File: config.mk
export PLATFORM = sky130hd
export DESIGN_NAME = sat_tx
export DESIGN_NICKNAME = d
export VERILOG_FILES = /design/src/rtl/sat_pkg.sv /design/src/rtl/sat_clkgen.sv /design/src/rtl/sat_sample_buf.sv /design/src/rtl/sat_serializer.sv /design/src/rtl/sat_tx.sv
export SDC_FILE = /design/constraint.sdc
export NUM_CORES = 1
export LEC_CHECK = 0
export BUFFER_PORTS_ARGS = -buffer_cell sky130_fd_sc_hd__buf_2
export CELL_PAD_IN_SITES_DETAIL_PLACEMENT = 1
export CELL_PAD_IN_SITES_GLOBAL_PLACEMENT = 2
export CORE_UTILIZATION = 31
export CTS_CLUSTER_DIAMETER = 150
export DETAILED_ROUTE_END_ITERATION = 8
export PLACE_DENSITY_LB_ADDON = 0.1
export SYNTH_ARGS = -nofsm -noshare
export SYNTH_HDL_FRONTEND = slang
export SYNTH_SLANG_ARGS = --single-unit
File: constraint.sdc
create_clock -name clk -period 3.17 [get_ports clk]
set_input_delay 0.317 -clock clk [delete_from_list [all_inputs] [get_ports clk]]
set_output_delay 0.317 -clock clk [all_outputs]
set_load 0.02 [all_outputs]
File: src/rtl/sat_pkg.sv
package sat_pkg;

  localparam logic [1:0] FMT_LJ  = 2'd0;
  localparam logic [1:0] FMT_I2S = 2'd1;
  localparam logic [1:0] FMT_RJ  = 2'd2;

  // word length code -> number of bits
  function automatic int unsigned wlen_bits(input logic [1:0] code);
    case (code)
      2'd0:    return 16;
      2'd1:    return 20;
      2'd2:    return 24;
      default: return 32;
    endcase
  endfunction

endpackage

File: src/rtl/sat_clkgen.sv
module sat_clkgen #(
  parameter int SYNC_STAGES = 2
) (
  input  logic       clk,
  input  logic       rst,
  input  logic       master,
  input  logic       tdm,
  input  logic [1:0] ratio,
  input  logic       sclk_in,
  input  logic       fclk_in,
  output logic       tick,
  output logic       fclk_smp,
  output logic       bclk_o
);
  localparam int CW = 4;

  logic [CW-1:0]        div_cnt;
  logic [CW-1:0]        div_last;
  logic [CW-1:0]        div_half;
  logic                 bclk_q;
  logic [SYNC_STAGES:0] s_sh;
  logic [SYNC_STAGES-1:0] f_sh;
  logic                 ext_fall;

  // divisor - 1 : 1,3,5,7 in normal mode, 1 in multi-slot mode
  always_comb begin
    div_last = tdm ? CW'(1) : CW'({ratio, 1'b1});
    div_half = div_last >> 1;
  end

  always_ff @(posedge clk) begin
    if (rst) begin
      div_cnt <= '0;
      bclk_q  <= 1'b0;
    end else if (!master) begin
      div_cnt <= '0;
      bclk_q  <= 1'b0;
    end else if (div_cnt == div_last) begin
      div_cnt <= '0;
      bclk_q  <= 1'b0;
    end else begin
      div_cnt <= div_cnt + CW'(1);
      if (div_cnt == div_half) bclk_q <= 1'b1;
    end
  end

  // external clocks into the system domain
  always_ff @(posedge clk) begin
    if (rst) begin
      s_sh <= '0;
      f_sh <= '0;
    end else begin
      s_sh <= {s_sh[SYNC_STAGES-1:0], sclk_in};
      f_sh <= {f_sh[SYNC_STAGES-2:0], fclk_in};
    end
  end

  assign ext_fall = s_sh[SYNC_STAGES] & ~s_sh[SYNC_STAGES-1];
  assign fclk_smp = f_sh[SYNC_STAGES-1];
  assign tick     = master ? (div_cnt == div_last) : ext_fall;
  assign bclk_o   = bclk_q;


  bclk_fall_chk: assert property (@(posedge clk) disable iff (rst)
    (master && tick) |-> bclk_q);

endmodule

File: src/rtl/sat_sample_buf.sv
module sat_sample_buf #(
  parameter int SLOT_W = 32
) (
  input  logic              clk,
  input  logic              rst,
  input  logic              s_valid,
  output logic              s_ready,
  input  logic [SLOT_W-1:0] s_left,
  input  logic [SLOT_W-1:0] s_right,
  input  logic              load,
  output logic [SLOT_W-1:0] frm_l,
  output logic [SLOT_W-1:0] frm_r,
  output logic              underflow
);
  logic              pend_v;
  logic [SLOT_W-1:0] pend_l, pend_r;
  logic [SLOT_W-1:0] act_l, act_r;
  logic [SLOT_W-1:0] nxt_l, nxt_r;
  logic              under_q;

  assign s_ready = ~pend_v;
  assign nxt_l   = pend_v ? pend_l : act_l;
  assign nxt_r   = pend_v ? pend_r : act_r;
  assign frm_l   = load ? nxt_l : act_l;
  assign frm_r   = load ? nxt_r : act_r;
  assign underflow = under_q;

  always_ff @(posedge clk) begin
    if (rst) begin
      pend_v  <= 1'b0;
      pend_l  <= '0;
      pend_r  <= '0;
      act_l   <= '0;
      act_r   <= '0;
      under_q <= 1'b0;
    end else begin
      if (load) begin
        act_l   <= nxt_l;
        act_r   <= nxt_r;
        under_q <= ~pend_v;
        pend_v  <= 1'b0;
      end
      if (s_valid && s_ready) begin
        pend_l <= s_left;
        pend_r <= s_right;
        pend_v <= 1'b1;
      end
    end
  end


  hold_chk: assert property (@(posedge clk) disable iff (rst)
    (pend_v && !load) |=> (pend_v && $stable(pend_l) && $stable(pend_r)));


  repeat_chk: assert property (@(posedge clk) disable iff (rst)
    (load && !pend_v) |=> (under_q && $stable(act_l) && $stable(act_r)));

endmodule

File: src/rtl/sat_serializer.sv
module sat_serializer #(
  parameter int SLOT_W    = 32,
  parameter int TDM_SLOTS = 8
) (
  input  logic              clk,
  input  logic              rst,
  input  logic              master,
  input  logic              tdm,
  input  logic [1:0]        fmt,
  input  logic [1:0]        wlen,
  input  logic              tick,
  input  logic              fclk_smp,
  input  logic [SLOT_W-1:0] frm_l,
  input  logic [SLOT_W-1:0] frm_r,
  output logic              load,
  output logic              sdata_o,
  output logic              fclk_o
);
  import sat_pkg::*;

  localparam int POS_W  = $clog2(SLOT_W);
  localparam int IDX_W  = $clog2(SLOT_W * TDM_SLOTS);
  localparam int WB_W   = POS_W + 1;
  localparam int SL_W   = IDX_W - POS_W;
  localparam logic [IDX_W-1:0] NORM_LAST = IDX_W'(2 * SLOT_W - 1);
  localparam logic [IDX_W-1:0] TDM_LAST  = IDX_W'(SLOT_W * TDM_SLOTS - 1);

  logic [IDX_W-1:0] idx, nidx, last, inc, nidx_p1;
  logic             tdm_on, is_i2s, is_rj, left_lvl, start, prev_f;
  logic [SL_W-1:0]  slot;
  logic [POS_W-1:0] pos, bi;
  logic [WB_W-1:0]  pos_x, wb;
  logic [SLOT_W-1:0] word;
  logic             bit_n, fclk_n, in_use;
  logic             sdata_q, fclk_q;

  assign tdm_on   = tdm && master;
  assign is_i2s   = (fmt == FMT_I2S);
  assign is_rj    = (fmt == FMT_RJ);
  assign left_lvl = ~is_i2s;

  // frame position sequencing
  always_comb begin
    last  = tdm_on ? TDM_LAST : NORM_LAST;
    inc   = (idx >= last) ? '0 : idx + IDX_W'(1);
    start = !master && (fclk_smp == left_lvl) && (prev_f != left_lvl);
    if (start) nidx = is_i2s ? NORM_LAST : '0;
    else       nidx = inc;
  end

  assign load = tick && (nidx == '0);

  // bit selection for the upcoming position
  always_comb begin
    slot   = nidx[IDX_W-1:POS_W];
    pos    = nidx[POS_W-1:0];
    pos_x  = {1'b0, pos};
    wb     = WB_W'(wlen_bits(wlen));
    word   = (slot == '0) ? frm_l : frm_r;
    in_use = tdm_on ? (slot < SL_W'(2)) : 1'b1;
    bi     = '0;
    bit_n  = 1'b0;
    if (in_use) begin
      if (!tdm_on && is_rj) begin
        if (pos_x >= (WB_W'(SLOT_W) - wb)) begin
          bi    = POS_W'(SLOT_W - 1) - pos;
          bit_n = word[bi];
        end
      end else if (pos_x < wb) begin
        bi    = POS_W'(wb - WB_W'(1) - pos_x);
        bit_n = word[bi];
      end
    end
  end

  // frame clock level for the upcoming position
  always_comb begin
    nidx_p1 = nidx + IDX_W'(1);
    if (tdm_on)      fclk_n = (nidx == '0);
    else if (is_i2s) fclk_n = nidx_p1[POS_W];
    else             fclk_n = ~nidx[POS_W];
  end

  always_ff @(posedge clk) begin
    if (rst) begin
      idx     <= '1;
      prev_f  <= 1'b0;
      sdata_q <= 1'b0;
      fclk_q  <= 1'b0;
    end else if (tick) begin
      idx     <= nidx;
      prev_f  <= fclk_smp;
      sdata_q <= bit_n;
      fclk_q  <= master ? fclk_n : 1'b0;
    end
  end

  assign sdata_o = sdata_q;
  assign fclk_o  = fclk_q;


  data_hold_chk: assert property (@(posedge clk) disable iff (rst)
    !tick |=> $stable(sdata_q));


  tdm_pulse_chk: assert property (@(posedge clk) disable iff (rst)
    (tdm_on && tick && fclk_q) |=> !fclk_q);


  i2s_edge_chk: assert property (@(posedge clk) disable iff (rst)
    (master && !tdm && is_i2s && $rose(fclk_q)) |-> (idx == IDX_W'(SLOT_W - 1)));

endmodule

File: src/rtl/sat_tx.sv
module sat_tx #(
  parameter int SLOT_W      = 32,
  parameter int TDM_SLOTS   = 8,
  parameter int SYNC_STAGES = 2
) (
  input  logic              clk,
  input  logic              rst,
  input  logic              cfg_master,
  input  logic              cfg_tdm,
  input  logic [1:0]        cfg_fmt,
  input  logic [1:0]        cfg_wlen,
  input  logic [1:0]        cfg_ratio,
  input  logic              s_valid,
  output logic              s_ready,
  input  logic [SLOT_W-1:0] s_left,
  input  logic [SLOT_W-1:0] s_right,
  input  logic              sclk_in,
  input  logic              fclk_in,
  output logic              bclk_o,
  output logic              fclk_o,
  output logic              sdata_o,
  output logic              underflow_o
);
  logic              tick, fclk_smp, load;
  logic [SLOT_W-1:0] frm_l, frm_r;

  sat_clkgen #(.SYNC_STAGES(SYNC_STAGES)) u_clk (
    .clk(clk), .rst(rst), .master(cfg_master), .tdm(cfg_tdm),
    .ratio(cfg_ratio), .sclk_in(sclk_in), .fclk_in(fclk_in),
    .tick(tick), .fclk_smp(fclk_smp), .bclk_o(bclk_o)
  );

  sat_sample_buf #(.SLOT_W(SLOT_W)) u_buf (
    .clk(clk), .rst(rst), .s_valid(s_valid), .s_ready(s_ready),
    .s_left(s_left), .s_right(s_right), .load(load),
    .frm_l(frm_l), .frm_r(frm_r), .underflow(underflow_o)
  );

  sat_serializer #(.SLOT_W(SLOT_W), .TDM_SLOTS(TDM_SLOTS)) u_ser (
    .clk(clk), .rst(rst), .master(cfg_master), .tdm(cfg_tdm),
    .fmt(cfg_fmt), .wlen(cfg_wlen), .tick(tick), .fclk_smp(fclk_smp),
    .frm_l(frm_l), .frm_r(frm_r), .load(load),
    .sdata_o(sdata_o), .fclk_o(fclk_o)
  );


  slave_quiet_chk: assert property (@(posedge clk) disable iff (rst)
    !cfg_master |-> (!bclk_o && !fclk_o));

endmodule

Yosys cells after proc, flatten, opt, wreduce, memory -nomap -nowiden
Cells that the tools add are included.
{ "classes": {"order_cmp": 6, "shifts": 0, "n_bitwise": 6, "n_reduce_logical": 13, "eq_ne": 8, "div": 0, "mul": 0, "addsub": 7, "muxes": 26} }
{ "ops": {"columns": ["operator", "count"], "rows": [
  ["2-to-1 mux 32 bit", 5],
  ["2-to-1 mux 8 bit", 3],
  ["case mux 6 bit (3 select lines)", 1],
  ["2-to-1 mux 1 bit", 13],
  ["less-than comparator 5 x 6 -> 1 bit, second input constant", 2],
  ["binary-select mux 1 bit (select 5 bit)", 2],
  ["adder 8 x 1 -> 8 bit, second input constant", 1],
  [">= comparator 8 bit", 1],
  ["zero test 8 bit", 1],
  ["adder 6 x 1 -> 6 bit, second input constant", 1],
  [">= comparator 5 x 6 -> 1 bit", 1],
  ["logical AND 1 bit", 6],
  ["less-than comparator 5 x 6 -> 1 bit", 1],
  ["2-to-1 mux 6 bit", 1],
  ["subtractor 6 bit, first input constant", 1],
  ["inverter 1 bit", 5],
  ["subtractor 5 x 1 -> 5 bit, second input constant", 1],
  ["subtractor 5 bit", 1],
  ["subtractor 5 bit, first input constant", 1],
  ["adder 4 x 1 -> 4 bit, second input constant", 1],
  ["equality test 2 x 1 -> 1 bit, second input constant", 2],
  ["equality test 2 bit, second input constant", 2],
  ["equality test 4 x 3 -> 1 bit", 1],
  ["equality test 4 bit", 1],
  ["other kinds (10)", 11]
]} }
{ "word_totals": {"latch_bits": 0, "register_bits": 151, "in_bits": 77, "mem_bits_ro": 0, "memories": 0, "mem_bits_rw": 0} }

Depth between registers and ports, before layout
{ "depth": {"ltp_word": 15, "mapped_depth": 17, "mapped_depth_nobuf": 16} }

By module
From an unflattened synthesis, not the netlist that was laid out.
{ "hier_totals": {"hier_cells": 863, "hier_area_um2": 8333.0} }
{ "modules_own_cells": {"columns": ["module", "instances", "cells_per_inst", "area_per_inst_um2"], "rows": [
  ["sat_sample_buf", 1, 578, 6135.9],
  ["sat_serializer", 1, 237, 1761.7],
  ["sat_clkgen", 1, 48, 435.4]
]} }

Least setup slack after synthesis
OpenSTA, ideal clock, no wires.
{ "synth_timing": {"kind": "input to register", "from": "in cfg_master", "to": "reg u_ser.sdata_q, in the netlist u_ser.sdata_o", "setup_time_ps": 64, "setup_slack_ps": -170, "required_ps": 3106, "t_arrival_ps": 3276, "stages": 13, "cell_sequence": "buf_2 nand2_1 ha_1 a21oi_2 nand2_1 o21ai_1 inv_1 ha_1 fa_1 o311ai_0 o31a_1 a211o_1 nand4_1"} }
{ "synth_between": {"elab_chain_len": 14, "word_cells_on_any_way": 31} }
{ "synth_rtl": {"columns": ["element", "line", "rtl"], "rows": [
  ["from (decl)", "sat_tx.sv:8", "input logic cfg_master,"],
  ["logical AND 1 bit", "sat_serializer.sv:37", "assign tdm_on = tdm && master;"],
  ["2-to-1 mux 8 bit", "sat_serializer.sv:44", "last = tdm_on ? TDM_LAST : NORM_LAST;"],
  [">= comparator 8 bit", "sat_serializer.sv:45", "inc = (idx >= last) ? '0 : idx + IDX_W'(1);"],
  ["2-to-1 mux 8 bit", "sat_serializer.sv:45", null],
  ["2-to-1 mux 8 bit", "sat_serializer.sv:47", "if (start) nidx = is_i2s ? NORM_LAST : '0;"],
  ["zero test 8 bit", "sat_serializer.sv:51", "assign load = tick && (nidx == '0);"],
  ["logical AND 1 bit", "sat_serializer.sv:51", null],
  ["2-to-1 mux 32 bit, on equally long branches", "sat_sample_buf.sv:25, sat_sample_buf.sv:24", null],
  ["2-to-1 mux 32 bit", "sat_serializer.sv:59", "word = (slot == '0) ? frm_l : frm_r;"],
  ["binary-select mux 1 bit (select 5 bit), on equally long branches", "sat_serializer.sv:71, sat_serializer.sv:67", null],
  ["2-to-1 mux 1 bit, on equally long branches", "sat_serializer.sv:71, sat_serializer.sv:67", null],
  ["2-to-1 mux 1 bit, on equally long branches", "sat_serializer.sv:69, sat_serializer.sv:65", null],
  ["2-to-1 mux 1 bit", "sat_serializer.sv:64", "if (!tdm_on && is_rj) begin"],
  ["2-to-1 mux 1 bit", "sat_serializer.sv:63", "if (in_use) begin"],
  ["to (signal assigned)", "sat_serializer.sv:93", "sdata_q <= bit_n;"],
  ["to (decl)", "sat_serializer.sv:35", "logic sdata_q, fclk_q;"]
]} }
Parallel ways exist; a longest one is shown, timed or not. The select of a mux whose other input is x is not followed.
A chain may end at the register's enable or synchronous reset.

Final worst setup path
{ "layout_timing": {"from": "reg u_ser.idx[7]", "to": "reg u_ser.sdata_q, in the netlist u_ser.sdata_o"} }
{ "layout_between": {"elab_chain_len": 12, "word_cells_on_any_way": 24} }
{ "layout_rtl": {"columns": ["element", "line", "rtl"], "rows": [
  ["from (decl)", "sat_serializer.sv:28", "logic [IDX_W-1:0] idx, nidx, last, inc, nidx_p1;"],
  ["from (signal assigned)", "sat_serializer.sv:91", "idx <= nidx;"],
  ["adder 8 x 1 -> 8 bit / >= comparator 8 bit (equally long branches)", "sat_serializer.sv:45", null],
  ["2-to-1 mux 8 bit *", "sat_serializer.sv:45", null],
  ["2-to-1 mux 8 bit *", "sat_serializer.sv:47", null],
  ["zero test 8 bit", "sat_serializer.sv:51", null],
  ["logical AND 1 bit", "sat_serializer.sv:51", null],
  ["2-to-1 mux 32 bit, on equally long branches", "sat_sample_buf.sv:25, sat_sample_buf.sv:24", null],
  ["2-to-1 mux 32 bit", "sat_serializer.sv:59", null],
  ["binary-select mux 1 bit (select 5 bit), on equally long branches", "sat_serializer.sv:71, sat_serializer.sv:67", null],
  ["2-to-1 mux 1 bit, on equally long branches", "sat_serializer.sv:71, sat_serializer.sv:67", null],
  ["2-to-1 mux 1 bit, on equally long branches", "sat_serializer.sv:69, sat_serializer.sv:65", null],
  ["2-to-1 mux 1 bit", "sat_serializer.sv:64", null],
  ["2-to-1 mux 1 bit *", "sat_serializer.sv:63", null]
]} }
Mark *: on every way between the ends. The rest lies on a longest branch, timed or not. The select of a mux whose other input is x is not followed.

==> summary.md <==
| Metric | Value |
|---|---|
| Most frequent cell after synthesis | nand2_1 |
| Clk_skew | 22.5 ps |
| Most Crowded Layer GR | met2 |
| DR vias | between 6k and 7k |
| Core Box Area | about 22,000 um2 |
| Worst VDD drop | between 0.0002 and 0.0003 V |
| GRT Total Usage | 23.0% |
| CP startpoint kind | register |
| Share of cells above drive strength 1 | between 20% and 30% |
| Post-route total power | between 5 and 6 mW |
| Synth Area in XOR/XNOR | around 1.4% |
| Vias in the first global route | between 7k and 8k |
| Post-layout util | approximately two fifths |
| Clk buf depth | 2 |
| WL per Instance | a little under 20 um |
| Switching fraction of total power | ~29% |
| Net switching power | ~1.5 mW |
| CP Data Arrival Time | 3410 ps |
| Initial core utilization | a little under a third |
| Routability cong. | 0.874 |
| Yosys reg bits | about 150 |
| Die area | ~23,000 um2 |
| First-iteration detailed-routing DRC count | 270 |
| Main combinational cell family by area after synthesis | simple AND/OR/NAND/NOR gates |
| Largest net degree at the start of global routing | 90 |
| Comb pwr share | between 15 and 20% |
| TritonRoute pass-1 iters | 4 |
| Antenna violation net count after detailed routing | 0 |
| Final Hold Vio Count | 0 |
| Fin crit share | between 90% and 100% |
| Area leader, netlist | dfxtp_1 |
| Clock Power Share | 43.7% |
| Grt met1 use | between 20% and 30% |
| Initial antenna violation count | 0 |
| Area share of the largest cell type after synthesis | about 44% |
| Avg Inst Size Synth | a little under 8 um2 |
| Fin. max-slew vios | 0 |
| EDFF count, synth | 0 |
| Setup-failing EPs final | 0 |
| Post-synthesis sequential area ratio | 43.6% |
| Hpwl dp | approximately 19 mm |
| Met3 usage | around 3.6% |
| Hold-fix buffers at CTS | 0 |
| Simple-Gate Fraction of Synth Area | around 25% |
| Crit. End Element | register |
| Slew @ Worst Pin | between 900 and 1000 ps |
| IO Pins | slightly above 80 |
| Worst hold slack | about 120 ps |
| Fill cells | about 2.7k |
| Leakage | about 3.6 nW |
| Met2 global-route usage | 39.9% |
| Register-to-Register Path Depth | 12 |
| Clock root buffer | clkbuf_16 |
| Clock Sinks | 151 |
| Power Density | 553 nW/um2 |
| Die Y | 151 um |
| First-pass GRT wire length | approximately 40 mm |
| Adder-cell share of the synthesized area | 2.82% |
| Htree depth | 4 |
| Cell Rows | 54 |
| CTS buffer count | 17 |
| Sequential fraction of design power | approximately two fifths |
| Crit-path max FO | 5 |
| FFs w/ async S/R, synth | 0% |
| Max Fclk | around 0.33 GHz |
| Area growth syn-to-layout | 31.8% |
| DRC Markers | 0 |
| Die W | roughly 150 um |
| Drt total wl | between 20 and 30 mm |
| Synthesized instance count | 886 |
| Via density | ~5.1 |
| Synth top area cells | dfxtp_1 44%, nand2_1 15%, a21oi_1 10% |
| Int Pwr | between 3 and 4 mW |
| Yosys warning count | 0 |
| Max-Cap Viols | 0 |
| Port-buffer cells | 81 |
| Critical Path RT | about 3500 ps |
| Rel. slew slack | approximately 35% |
| Clk Latency, worst-skew pair | between 400 and 500 ps |
| Synth unique cells | 74 |
| Status | finished, final reports clean |
| Mux contribution to synthesized area | 1.77% |
| CTS clk-pin slew, worst paths | approximately 70 ps |
| CTS tree | done |
| Synth Cell Area | between 6000 and 7000 um2 |
| Setup Crit Path Kind | register to register |
| Fin nets | roughly 1.1k |
| ANT cells | 0 |
| Total congestion overflow | 0 |
| Hold Crit Depth | 2 |
| Worst Hold Class | input port to register |
| Period minus WS final | slightly above 3000 ps |
| Most frequent cells after synthesis | 273 x nand2_1, 151 x dfxtp_1, 140 x a21oi_1, 44 x clkbuf_1, 26 x nor2_1 |
| Post-synthesis compound-gate area fraction | 22.0% |
| Mapped Nets | a little under 1k |
| Main synth FF type | dfxtp_1 |
-- what timing repair did --
| item | in CTS | in global routing |
|---|---|---|
| gates resized for setup | 12 | 31 |
| endpoints found under the setup margin | 1 | 7 |
| setup buffers | 2 | 3 |
| pin swaps | 3 | 14 |
-- layout make-up --
class	instances	area, um2	area share (%)
inverter	17	63.8	0.699
timing repair buffer	179	1160	12.7
sequential	151	3030	33.2
clock buffer	18	429	4.70
multi-input combinational	667	3890	42.6
clock inverter	14	206	2.26
tap	280	350	3.84
-- path summary, 6_finish.rpt --
kind	endpoint	from	slack (ps)
worst max-delay path	u_ser.sdata_o	u_ser.idx[7]	130
worst min-delay path	u_clk.s_sh[0]	sclk_in	120
worst max register to register	u_ser.sdata_o	u_ser.idx[7]	130
worst min register to register	u_clk.f_sh[1]	u_clk.f_sh[0]	450
-- metrics by stage --
stage	std cells	setup TNS, ps	setup slack (ps)	area, um2
after floorplan	886	0	21.9	6960
after global placement	1289	-1590	-321	8240
after detailed placement	1289	-1770	-359	8240
after CTS	1323	0	11.7	8950
after global routing	1326	-19.3	-19.3	9130
final	1326	0	129	9130
-- flip-flops by register name (all words and copies together), names as in the netlist, 2 cells and up --
name           flops
u_buf.act_r       32
u_buf.pend_l      32
u_ser.idx          8
u_clk.div_cnt      4
u_clk.f_sh         2
u_buf.pend_r      32
u_buf.act_l       32
u_clk.s_sh         3
-- critical path, cell delays in order (launching register included) --
cell     delay [ps]
dfxtp_2         340
ha_4            300
and3_4          200
o21ai_0         110
a32oi_2         320
o21a_2          250
nand2_2         120
buf_4           170
a22o_1          220
a221o_1         330
o41a_1          420
o311a_1         120
nand4_1          90
-- routing by layer --
metal	share of wire, %	wire length, um
met1	46	11800
met2	50	12700
met3	2.5	642
met4	1.6	418
met5	0	0
-- placed cells by master, fill, tap and decap left out, types with 5 or more instances in the layout --
master     synthesis  routed
a211oi_1           7       6
o21ai_0           12      11
a22oi_1            6       6
nor3_1            10       8
xnor2_1            6       6
dfxtp_1          151     145
nor2_1            26      26
a211o_1            6       6
o211ai_1           6       6
nand2b_1          12      10
inv_1             16      16
a21oi_1          140     139
dfxtp_2            0       6
clkbuf_16          0      17
buf_2              4      80
o21ai_1            8       6
ha_1              14      11
mux2i_1           10      10
nand2_1          273     270
nand3_1           21      20
buf_4              0      98
nor2b_1            9       8
nand4_1            8       8
inv_8              0       5
-- cells by family (layout without fill, tap and decap cells) --
group           Yosys count  count (layout)
mux                      12              12
compound gates          239             239
xor+xnor                 11              11
fa+ha+maj                15              15
flops                   151             151
simple gates            390             390
buf+inv                  68             228
-- power by group through the flow --
stage	clock (mW)	sequential, mW	combinational (mW)
2_1_floorplan	0	2.04	0.408
3_3_place_gp	0	2.05	0.758
3_5_place_dp	0	2.05	0.772
4_1_cts	2.28	2.01	0.794
5_1_grt	2.36	2.02	0.909
6_report	2.21	2.01	0.831
No activity file was read; power rests on OpenSTA's default activity.
